<file path="config.mk">
export PLATFORM = sky130hd
export DESIGN_NAME = dop_exec_unit
export DESIGN_NICKNAME = d
export VERILOG_FILES = /design/src/rtl/dop_pkg.sv /design/src/rtl/dop_binadd.sv /design/src/rtl/dop_bcdadd.sv /design/src/rtl/dop_bitwise.sv /design/src/rtl/dop_exec_unit.sv
export SDC_FILE = /design/constraint.sdc
export NUM_CORES = 1
export LEC_CHECK = 0
export BUFFER_PORTS_ARGS = -buffer_cell sky130_fd_sc_hd__buf_4
export CORE_UTILIZATION = 57
export DETAILED_ROUTE_END_ITERATION = 6
export PLACE_DENSITY = 0.82
export SETUP_SLACK_MARGIN = 0.5
export SLEW_MARGIN = 10
export SYNTH_ARGS = -nofsm -noshare
export SYNTH_HDL_FRONTEND = slang
export SYNTH_SLANG_ARGS = --single-unit
</file>
<file path="constraint.sdc">
create_clock -name clk -period 1.2 [get_ports clk]
set_input_delay 0.24 -clock clk [delete_from_list [all_inputs] [get_ports clk]]
set_output_delay 0.24 -clock clk [all_outputs]
set_load 0.03 [all_outputs]
</file>
<file path="src/rtl/dop_pkg.sv">
package dop_pkg;
    localparam int DW = 16;
    localparam int HW = DW / 2;

    localparam int ST_C = 0;
    localparam int ST_Z = 1;
    localparam int ST_N = 2;
    localparam int ST_V = 8;

    localparam logic [3:0] OP_MOV  = 4'd4;
    localparam logic [3:0] OP_ADD  = 4'd5;
    localparam logic [3:0] OP_ADDC = 4'd6;
    localparam logic [3:0] OP_SUBC = 4'd7;
    localparam logic [3:0] OP_SUB  = 4'd8;
    localparam logic [3:0] OP_CMP  = 4'd9;
    localparam logic [3:0] OP_DADD = 4'd10;
    localparam logic [3:0] OP_BIT  = 4'd11;
    localparam logic [3:0] OP_BIC  = 4'd12;
    localparam logic [3:0] OP_BIS  = 4'd13;
    localparam logic [3:0] OP_XOR  = 4'd14;
    localparam logic [3:0] OP_AND  = 4'd15;

    typedef enum logic [1:0] {
        FL_KEEP,
        FL_ARITH,
        FL_DEC,
        FL_LOGIC
    } dop_flag_e;

    typedef struct packed {
        logic          valid;
        logic          wr;
        logic [DW-1:0] res;
        logic [DW-1:0] st;
    } dop_stage_t;
endpackage

</file>
<file path="src/rtl/dop_binadd.sv">
module dop_binadd #(
    parameter int W = 16
) (
    input  logic [W-1:0] a_i,
    input  logic [W-1:0] b_i,
    input  logic         cin_i,
    input  logic         byte_i,
    output logic [W-1:0] sum_o,
    output logic         c_o,
    output logic         v_o
);
    localparam int H = W / 2;

    logic [W:0] full_sum;
    logic [H:0] low_sum;

    always_comb begin
        full_sum = {1'b0, a_i} + {1'b0, b_i} + {{W{1'b0}}, cin_i};
        low_sum  = {1'b0, a_i[H-1:0]} + {1'b0, b_i[H-1:0]} + {{H{1'b0}}, cin_i};
        sum_o    = full_sum[W-1:0];
        if (byte_i) begin
            c_o = low_sum[H];
            v_o = (a_i[H-1] == b_i[H-1]) && (low_sum[H-1] != a_i[H-1]);
        end else begin
            c_o = full_sum[W];
            v_o = (a_i[W-1] == b_i[W-1]) && (full_sum[W-1] != a_i[W-1]);
        end
    end
endmodule

</file>
<file path="src/rtl/dop_bcdadd.sv">
module dop_bcdadd #(
    parameter int W = 16
) (
    input  logic [W-1:0] a_i,
    input  logic [W-1:0] b_i,
    input  logic         cin_i,
    input  logic         byte_i,
    output logic [W-1:0] sum_o,
    output logic         c_o
);
    localparam int ND = W / 4;
    localparam int NH = ND / 2;

    logic [4:0] dsum;
    logic       carry;
    logic       carry_half;

    always_comb begin
        carry      = cin_i;
        carry_half = 1'b0;
        sum_o      = '0;
        dsum       = '0;
        for (int k = 0; k < ND; k++) begin
            dsum = {1'b0, a_i[4*k +: 4]} + {1'b0, b_i[4*k +: 4]} + {4'd0, carry};
            if (dsum > 5'd9) begin
                sum_o[4*k +: 4] = 4'(dsum + 5'd6);
                carry = 1'b1;
            end else begin
                sum_o[4*k +: 4] = dsum[3:0];
                carry = 1'b0;
            end
            if (k == NH - 1) begin
                carry_half = carry;
            end
        end
        c_o = byte_i ? carry_half : carry;
    end
endmodule

</file>
<file path="src/rtl/dop_bitwise.sv">
module dop_bitwise #(
    parameter int W = 16
) (
    input  logic [W-1:0] a_i,
    input  logic [W-1:0] b_i,
    output logic [W-1:0] and_o,
    output logic [W-1:0] clr_o,
    output logic [W-1:0] set_o,
    output logic [W-1:0] xor_o
);
    always_comb begin
        and_o = a_i & b_i;
        clr_o = a_i & ~b_i;
        set_o = a_i | b_i;
        xor_o = a_i ^ b_i;
    end
endmodule

</file>
<file path="src/rtl/dop_exec_unit.sv">
module dop_exec_unit
    import dop_pkg::*;
(
    input  logic          clk,
    input  logic          rst_n,
    input  logic          in_valid,
    input  logic [3:0]    op,
    input  logic          byte_mode,
    input  logic [DW-1:0] src,
    input  logic [DW-1:0] dst,
    input  logic [DW-1:0] status_in,
    output logic          out_valid,
    output logic [DW-1:0] result,
    output logic          wr_en,
    output logic [DW-1:0] status_out
);
    dop_stage_t stage_d, stage_q;

    logic [DW-1:0] width_mask;
    logic [DW-1:0] add_b;
    logic          add_cin;
    logic [DW-1:0] add_sum, dec_sum;
    logic          add_c, add_v, dec_c;
    logic [DW-1:0] bw_and, bw_clr, bw_set, bw_xor;
    logic [DW-1:0] raw_res, nar_res;
    logic          res_msb, res_zero;
    logic          do_write;
    dop_flag_e     fl_kind;
    logic          logic_v;

    dop_binadd #(.W(DW)) u_add (
        .a_i(dst), .b_i(add_b), .cin_i(add_cin), .byte_i(byte_mode),
        .sum_o(add_sum), .c_o(add_c), .v_o(add_v)
    );

    dop_bcdadd #(.W(DW)) u_dec (
        .a_i(dst), .b_i(src), .cin_i(status_in[ST_C]), .byte_i(byte_mode),
        .sum_o(dec_sum), .c_o(dec_c)
    );

    dop_bitwise #(.W(DW)) u_bw (
        .a_i(dst), .b_i(src),
        .and_o(bw_and), .clr_o(bw_clr), .set_o(bw_set), .xor_o(bw_xor)
    );

    // Operand routing for the binary adder
    always_comb begin
        add_b   = src;
        add_cin = 1'b0;
        case (op)
            OP_ADDC: add_cin = status_in[ST_C];
            OP_SUBC: begin
                add_b   = ~src;
                add_cin = status_in[ST_C];
            end
            OP_SUB, OP_CMP: begin
                add_b   = ~src;
                add_cin = 1'b1;
            end
            default: ;
        endcase
    end

    // Result selection, flag class and write decision
    always_comb begin
        raw_res  = '0;
        fl_kind  = FL_KEEP;
        do_write = 1'b1;
        logic_v  = 1'b0;
        case (op)
            OP_MOV: raw_res = src;
            OP_ADD, OP_ADDC, OP_SUB, OP_SUBC: begin
                raw_res = add_sum;
                fl_kind = FL_ARITH;
            end
            OP_CMP: begin
                raw_res  = add_sum;
                fl_kind  = FL_ARITH;
                do_write = 1'b0;
            end
            OP_DADD: begin
                raw_res = dec_sum;
                fl_kind = FL_DEC;
            end
            OP_AND: begin
                raw_res = bw_and;
                fl_kind = FL_LOGIC;
            end
            OP_BIT: begin
                raw_res  = bw_and;
                fl_kind  = FL_LOGIC;
                do_write = 1'b0;
            end
            OP_BIC: raw_res = bw_clr;
            OP_BIS: raw_res = bw_set;
            OP_XOR: begin
                raw_res = bw_xor;
                fl_kind = FL_LOGIC;
                logic_v = byte_mode ? (src[HW-1] & dst[HW-1]) : (src[DW-1] & dst[DW-1]);
            end
            default: do_write = 1'b0;
        endcase
    end

    // Next-state computation
    always_comb begin
        width_mask = byte_mode ? {{HW{1'b0}}, {HW{1'b1}}} : {DW{1'b1}};
        nar_res    = raw_res & width_mask;
        res_msb    = byte_mode ? nar_res[HW-1] : nar_res[DW-1];
        res_zero   = (nar_res == '0);

        stage_d       = stage_q;
        stage_d.valid = in_valid;
        stage_d.wr    = in_valid & do_write;
        if (in_valid) begin
            stage_d.res = nar_res;
            stage_d.st  = status_in;
            case (fl_kind)
                FL_ARITH: begin
                    stage_d.st[ST_C] = add_c;
                    stage_d.st[ST_V] = add_v;
                    stage_d.st[ST_N] = res_msb;
                    stage_d.st[ST_Z] = res_zero;
                end
                FL_DEC: begin
                    stage_d.st[ST_C] = dec_c;
                    stage_d.st[ST_N] = res_msb;
                    stage_d.st[ST_Z] = res_zero;
                end
                FL_LOGIC: begin
                    stage_d.st[ST_C] = ~res_zero;
                    stage_d.st[ST_V] = logic_v;
                    stage_d.st[ST_N] = res_msb;
                    stage_d.st[ST_Z] = res_zero;
                end
                default: ;
            endcase
        end
    end

    always_ff @(posedge clk or negedge rst_n) begin
        if (!rst_n) begin
            stage_q <= '0;
        end else begin
            stage_q <= stage_d;
        end
    end

    assign out_valid  = stage_q.valid;
    assign wr_en      = stage_q.wr;
    assign result     = stage_q.res;
    assign status_out = stage_q.st;

    AST_ONE_CYCLE_LATENCY: assert property (@(posedge clk) disable iff (!rst_n)
        in_valid |=> out_valid);
    AST_NO_WRITE_COMPARE: assert property (@(posedge clk) disable iff (!rst_n)
        in_valid && (op == OP_CMP || op == OP_BIT) |=> !wr_en);
    AST_FLAGS_HELD: assert property (@(posedge clk) disable iff (!rst_n)
        in_valid && (op == OP_MOV || op == OP_BIC || op == OP_BIS)
        |=> status_out == $past(status_in));
    AST_BYTE_UPPER_CLEAR: assert property (@(posedge clk) disable iff (!rst_n)
        in_valid && byte_mode |=> result[DW-1:HW] == '0);
    AST_GIE_PASS: assert property (@(posedge clk) disable iff (!rst_n)
        in_valid |=> status_out[3] == $past(status_in[3]));
    AST_UNUSED_CODE: assert property (@(posedge clk) disable iff (!rst_n)
        in_valid && op < OP_MOV |=> !wr_en && status_out == $past(status_in));
endmodule

</file>
==> results.json, run 1 <==
{
  "ys_seq_area_share_pct": 18.1,
  "cts_buffer_depth": 2,
  "ys_ff_latch": 34,
  "yosysWarnings": 0,
  "hpwl_mm": 16.3,
  "place_congestion": 1.02,
  "cts_buffers": 5,
  "synth_most_common_cell": "inv_1",
  "htree_levels": 2,
  "first-error": "[ERROR DPL-0038] Utilization greater than 100%, impossible to legalize",
  "io_pins": 90,
  "cts_resized": 118,
  "fp-row-count": 32,
  "syn_area_per_cell_um2": 7.99,
  "syn_nets": 704,
  "haltStage": "clock tree synthesis (4_1_cts)",
  "synth_top_area_share_pct": 18.1,
  "port_buffers": 89,
  "syn_inst": 588,
  "cts_root_buf": "clkbuf_8",
  "async_flop_share_pct": 100,
  "synth.area.top_cells": "dfrtp_1, ha_1, a21oi_1",
  "synth.largest_area_cell": "dfrtp_1",
  "status": "stopped before the end",
  "cts_sinks": 34,
  "die_x_um": 92.8,
  "synth_cell_type_count": 73,
  "dieHeight_um": 92.8,
  "place_worst_setup_slack_ps": -7280,
  "initial_core_util_pct": 59.9,
  "syn_area_um2": 4700,
  "place_inst": 954,
  "synth_edf_count": 0,
  "post_cts_buffers": 33,
  "dominantRegCellSynth": "dfrtp_1",
  "ys_top_cells_by_count": "inv_1, ha_1, a21oi_1"
}
==> cell families after synthesis <==
| group | count (synthesis) | synth area share [%] |
|---|---|---|
| compound gates | 179 | 25.6 |
| simple gates | 176 | 19.2 |
| buf+inv | 76 | 6.58 |
| fa+ha+maj | 60 | 17.6 |
| xor+xnor | 36 | 6.71 |
| flops | 34 | 18.1 |
| mux | 27 | 6.23 |
==> per-stage QoR <==
stage / area [um^2] / hold slack (ps) / util (%) / setup TNS, ps
detailed placement: 7110 / 212 / 90.6 / -89080
global placement: 7110 / 195 / 90.6 / -82660
floorplan: 4990 / -55.6 / - / -75700
==> inputs of run 2 (changes only) <==
- CORE_UTILIZATION: 57 -> 40
- PLACE_DENSITY: 0.82 -> default
- PLACE_DENSITY_LB_ADDON: default -> 0.15
- SETUP_SLACK_MARGIN: 0.5 -> default
==> run 2 against run 1 <==
The flow now finishes, with violations (negative setup slack). Synthesized area is the same. Synthesized cell count unchanged.
==> results.json, run 2 <==
{
  "synth.area.top_cells": "dfrtp_1, ha_1, a21oi_1",
  "max_stage_delay_ps": 560,
  "fp-row-count": 39,
  "htree_levels": 2,
  "synth.largest_area_cell": "dfrtp_1",
  "place_congestion": 0.941,
  "finalNonFillerCells": 1040,
  "grtUsageMet3_pct": 3.88,
  "wl_per_cell_um": 17.3,
  "finalWirelength_mm": 18.0,
  "dpl_cell_area_um2": 7180,
  "busiest_layer": "met2",
  "finalWorstPathRequiredPeriod_ps": 7750,
  "antennaDiodeCount": 0,
  "synth_top_area_share_pct": 18.1,
  "final_antenna_net_count": 0,
  "slew_headroom_pct": 65.9,
  "dieHeight_um": 110,
  "finalCritPeriodShare_pct": 646,
  "cts_buffer_depth": 2,
  "grt_max_degree": 35,
  "cts_sinks": 34,
  "port_buffers": 89,
  "maxSlewViolCount": 0,
  "grt_antenna_before_repair": 0,
  "syn_nets": 704,
  "power_leakage_nw": 3.92,
  "io_pins": 90,
  "layout_commonest_cell": "buf_4",
  "die-area_um2": 12200,
  "area_growth_pct": 69.1,
  "cap_violations": 0,
  "power_mw": 8.25,
  "required_ps": 1340,
  "syn_area_um2": 4700,
  "layout-drive-gt1-share_pct": 49.2,
  "ir_drop_v": 0.00119,
  "min_path_type": "input pin to flip-flop",
  "synth_cell_type_count": 73,
  "power_density_nw_per_um2": 1040,
  "hold_violations": 0,
  "final_cell_mix": "buf_4, inv_1, ha_1",
  "tightest_slew_ps": 511,
  "setup_viol": 20,
  "syn_inst": 588,
  "gr-usage-met2_pct": 51.3,
  "tns_ps": -78150,
  "tritoncts": "done",
  "grtUsageTotal_pct": 29.2,
  "synth_most_common_cell": "inv_1",
  "async_flop_share_pct": 100,
  "initial_core_util_pct": 41.2,
  "fill_cells": 911,
  "worst_hold_slack_ps": 194,
  "cts_buffers": 5,
  "slowest_stage": "fa_2",
  "clkTransAtPathRegs_ps": 50,
  "ys_seq_area_share_pct": 18.1,
  "synth_edf_count": 0,
  "yosysWarnings": 0,
  "setup_slack_ps": -6550,
  "fp.coreArea_um2": 11400,
  "num_vias": 5607,
  "worstSetupPathType": "input pin to flip-flop",
  "path_max_fanout": 4,
  "crit_top_cell": "fa_2",
  "cts_root_buf": "clkbuf_16",
  "clk-insertion-delay-late_ps": 270,
  "start_kind": "input pin",
  "ys_top_cells_by_count": "inv_1, ha_1, a21oi_1",
  "vias_per_cell": 5.39,
  "die_x_um": 110,
  "hpwl_mm": 14.0,
  "dominantRegCellSynth": "dfrtp_1",
  "cp-end-kind": "flip-flop",
  "arrival_ps": 7890,
  "first_pass_iters": 5,
  "fin_nets": 1014,
  "overflow": 0,
  "status": "finished, violations left",
  "finalClockSkew_ps": 0,
  "violations": "negative setup slack",
  "final_cell_area_um2": 7950,
  "syn_area_per_cell_um2": 7.99,
  "drt_iter0_drc": 328,
  "grt_pass1_vias": 5537,
  "place_inst": 1001,
  "rsz0062_at_grt": "yes",
  "ys_ff_latch": 34,
  "grt_first_pass_wirelength_mm": 27.0,
  "fmax_mhz": 129,
  "grt_util_met1_pct": 36.9,
  "post-route-drc-count": 0
}
==> run 2: cells by family (layout without fill, tap and decap cells) <==
| family | Yosys count | in the layout | synth area share (%) |
|---|---|---|---|
| buffers and inverters | 76 | 385 | 6.58 |
| muxes | 27 | 27 | 6.23 |
| DFF | 34 | 34 | 18.1 |
| and+or+nand+nor | 176 | 176 | 19.2 |
| adders and majority gates | 60 | 60 | 17.6 |
| AOI/OAI and AO/OA | 179 | 179 | 25.6 |
| xor gates and xnor gates | 36 | 36 | 6.71 |
==> run 2: routing by layer <==
metal  wire [um]  part of all wire (%)
met1        7830                    43
met2        8990                    50
met3         704                   3.9
met4         483                   2.7
met5           0                     0
==> run 2: power breakdown <==
group	switching (mW)	internal [mW]
clock	0.418	0.799
sequential	0.0816	1.29
combinational	2.69	2.96
total	3.19	5.06
==> run 2: what timing repair did <==
action                                  CTS  global route
endpoints found under the setup margin   20            20
hold endpoints to repair                 34             0
gates resized for setup                  55            35
hold buffers                              1             0
pin swaps                                35            23
buffers inserted                         19            25
==> run 2: layout make-up <==
cell class                      instances  area (um^2)  share of cell area, %
Multi-Input combinational cell        478         3970                   50.0
Clock buffer                            6          139                   1.75
Inverter                               52          195                   2.46
Tap cell                              143          179                   2.25
Timing Repair Buffer                  327         2610                   32.9
Sequential cell                        34          851                   10.7
==> run 2: path summary, 6_finish.rpt <==
path                                  end  slack, ps  depth (start not counted)     startpoint
max in group asynchronous  status_out[13]        440                          2          rst_n
min reg2reg                     result[1]        490                          1      result[1]
min in group asynchronous  status_out[14]        450                          2          rst_n
min                        status_out[15]        190                          2  status_in[15]
max                         status_out[0]      -6550                         38         src[0]
max reg2reg                 status_out[1]        390                          3  status_out[1]
==> run 2: metrics by stage <==
step	utilization, %	setup WS [ps]
2_1_floorplan	-	-6530
3_3_place_gp	62.8	-6780
3_5_place_dp	62.8	-6990
4_1_cts	67.1	-6410
5_1_grt	69.6	-6830
6_report	69.6	-6550
==> run 2: critical path, delay by kind of cell <==
family                   cells  cell delay [ps]
AND/OR/NAND/NOR              5              680
AO/OA/AOI/OAI               11             1850
multiplexers                 2              240
buffers and inverters        7              570
XOR/XNOR                     1              190
adder cells (fa/ha/maj)     12             4120
Note: power is estimated with default switching activity, not from simulation.
==> inputs of run 3 (changes only) <==
- CTS_CLUSTER_DIAMETER: default -> 50
- SKIP_LAST_GASP: default -> 1
==> run 3 against run 2 <==
The run still ends with negative setup slack left. Clock power barely moved. Via count fell by 0.46%. First-iteration DRC count fell by 1.5%. Critical path depth did not move. Total power fell by 1.5%. Sequential share of layout area rose by 0.083 points. Sequential power barely moved. Cell count fell by 0.19%. Count of clock-buffer cells in the layout did not move. Critical path type unchanged.
==> results.json, run 3 (synthesis gave the netlist of run 2 again) <==
{
  "gr-usage-met2_pct": 50.0,
  "finalCritPeriodShare_pct": 643,
  "layout-drive-gt1-share_pct": 48.5,
  "path_depth": 38,
  "maxSlewViolCount": 0,
  "ir_drop_v": 0.00119,
  "p_int_mw": 5.00,
  "finalWorstPathRequiredPeriod_ps": 7720,
  "cts_buffers": 5,
  "p_sw_mw": 3.13,
  "fp.coreArea_um2": 11400,
  "setup_viol": 20,
  "grt_antenna_before_repair": 0,
  "tightest_slew_ps": 512,
  "final_cell_area_um2": 7880,
  "area_growth_pct": 67.8,
  "clk-insertion-delay-late_ps": 270,
  "die_x_um": 110,
  "max_stage_delay_ps": 560,
  "crit_top_cell": "fa_2",
  "critPathTopFamily": "adder cells",
  "grt_max_degree": 35,
  "final_antenna_net_count": 0,
  "power_density_nw_per_um2": 1030,
  "place_congestion": 0.941,
  "rr_endpoint": "status_out[1]",
  "place_inst": 1001,
  "dieHeight_um": 110,
  "grt_first_pass_wirelength_mm": 26.7,
  "violations": "negative setup slack",
  "hold_violations": 0,
  "worstSetupPathType": "input pin to flip-flop",
  "place_worst_setup_slack_ps": -6990,
  "slowest_stage": "fa_2",
  "combPwrFrac_pct": 68.1,
  "grtUsageTotal_pct": 28.8,
  "arrival_ps": 7860,
  "layout_commonest_cell": "buf_4",
  "die-area_um2": 12200,
  "setup_slack_ps": -6520,
  "power_mw": 8.13,
  "vias_per_cell": 5.38,
  "fin_nets": 1012,
  "worst-path-buf-inv": 7,
  "hpwl_mm": 14.0,
  "cts_root_buf": "clkbuf_16",
  "ff2ff_setup_slack_ps": 400,
  "port_buffers": 89,
  "cts_sinks": 34,
  "worst_hold_slack_ps": 194,
  "drt_iter0_drc": 323,
  "swShare_pct": 38.5,
  "fmax_mhz": 130,
  "overflow": 0,
  "dpl_cell_area_um2": 7180,
  "slew_headroom_pct": 65.9,
  "startpoint": "src[0]",
  "cp-end-kind": "flip-flop",
  "path_max_fanout": 4,
  "grt_pass1_vias": 5475,
  "finalNonFillerCells": 1038,
  "first_pass_iters": 5,
  "num_vias": 5581,
  "rsz0062_at_grt": "yes",
  "final_cell_mix": "buf_4, inv_1, ha_1",
  "finalWirelength_mm": 17.7,
  "initial_core_util_pct": 41.2,
  "tritoncts": "done",
  "busiest_layer": "met2",
  "pwr-share-clk_pct": 15.0,
  "tns_ps": -78080,
  "post-route-drc-count": 0,
  "io_pins": 90,
  "grtUsageMet3_pct": 4.12,
  "postLayoutCoreUtil_pct": 69.0,
  "power_leakage_nw": 3.89,
  "crit_path_end": "status_out[0]",
  "p_seq_share_pct": 16.9,
  "cap_violations": 0,
  "hold_depth": 2,
  "clkTransAtPathRegs_ps": 50,
  "wl_per_cell_um": 17.0,
  "antennaDiodeCount": 0,
  "fp-row-count": 39,
  "status": "finished, violations left",
  "finalClockSkew_ps": 0,
  "grt_util_met1_pct": 36.6,
  "ff2ff_path_depth": 3,
  "htree_levels": 2,
  "required_ps": 1340,
  "min_path_type": "input pin to flip-flop",
  "cts_buffer_depth": 2,
  "r2r_start": "status_out[1]",
  "start_kind": "input pin"
}
[run 3: cell count changes in the layout (fill, tap and decap cells not counted), sizes merged]
cell / change
buf: -2
[run 3: worst min-delay path by stage]
| stage | start | slack [ps] | endpoint |
|---|---|---|---|
| finish | status_in[15] | 190 | status_out[15] |
| global route | status_in[5] | 190 | status_out[5] |
| CTS | status_in[15] | 190 | status_out[15] |
| detailed placement | rst_n | 210 | result[6] |
| global placement | rst_n | 200 | status_out[15] |
| floorplan | rst_n | -60 | out_valid |
[run 3: timing repair]
item,CTS,global route
hold buffers,1,0
pin swaps,34,27
gates resized for setup,36,41
hold endpoints to repair,34,0
cloned,0,0
setup buffers,19,23
setup endpoints to repair,20,20
[run 3: area by class of cell]
type / instances / area (um^2)
multi-input combinational: 478 / 3950
fill: 934 / 3530
tap: 143 / 179
clock buffer: 6 / 139
sequential: 34 / 851
timing repair buffer: 325 / 2570
inverter: 52 / 195
[run 3: worst register-to-register path: stages (launching register included)]
cell     delay (ps)
dfrtp_1         390
inv_1            50
o21ai_0          90
a21o_1          160
[run 3: per-layer routing]
layer	part of all wire (%)	up-vias
met3	3.9	38
li1	-	2734
met5	0	-
met4	2.8	0
met1	43	2668
met2	50	141
[run 3: power by group through the flow]
stage          logic [mW]  registers [mW]  clock network [mW]
4_1_cts              5.06            1.37                1.25
3_5_place_dp         4.72            1.39                   0
6_report             5.54            1.37                1.22
2_1_floorplan        2.31            1.67                   0
3_3_place_gp         4.63            1.38                   0
5_1_grt              5.96            1.39                1.31
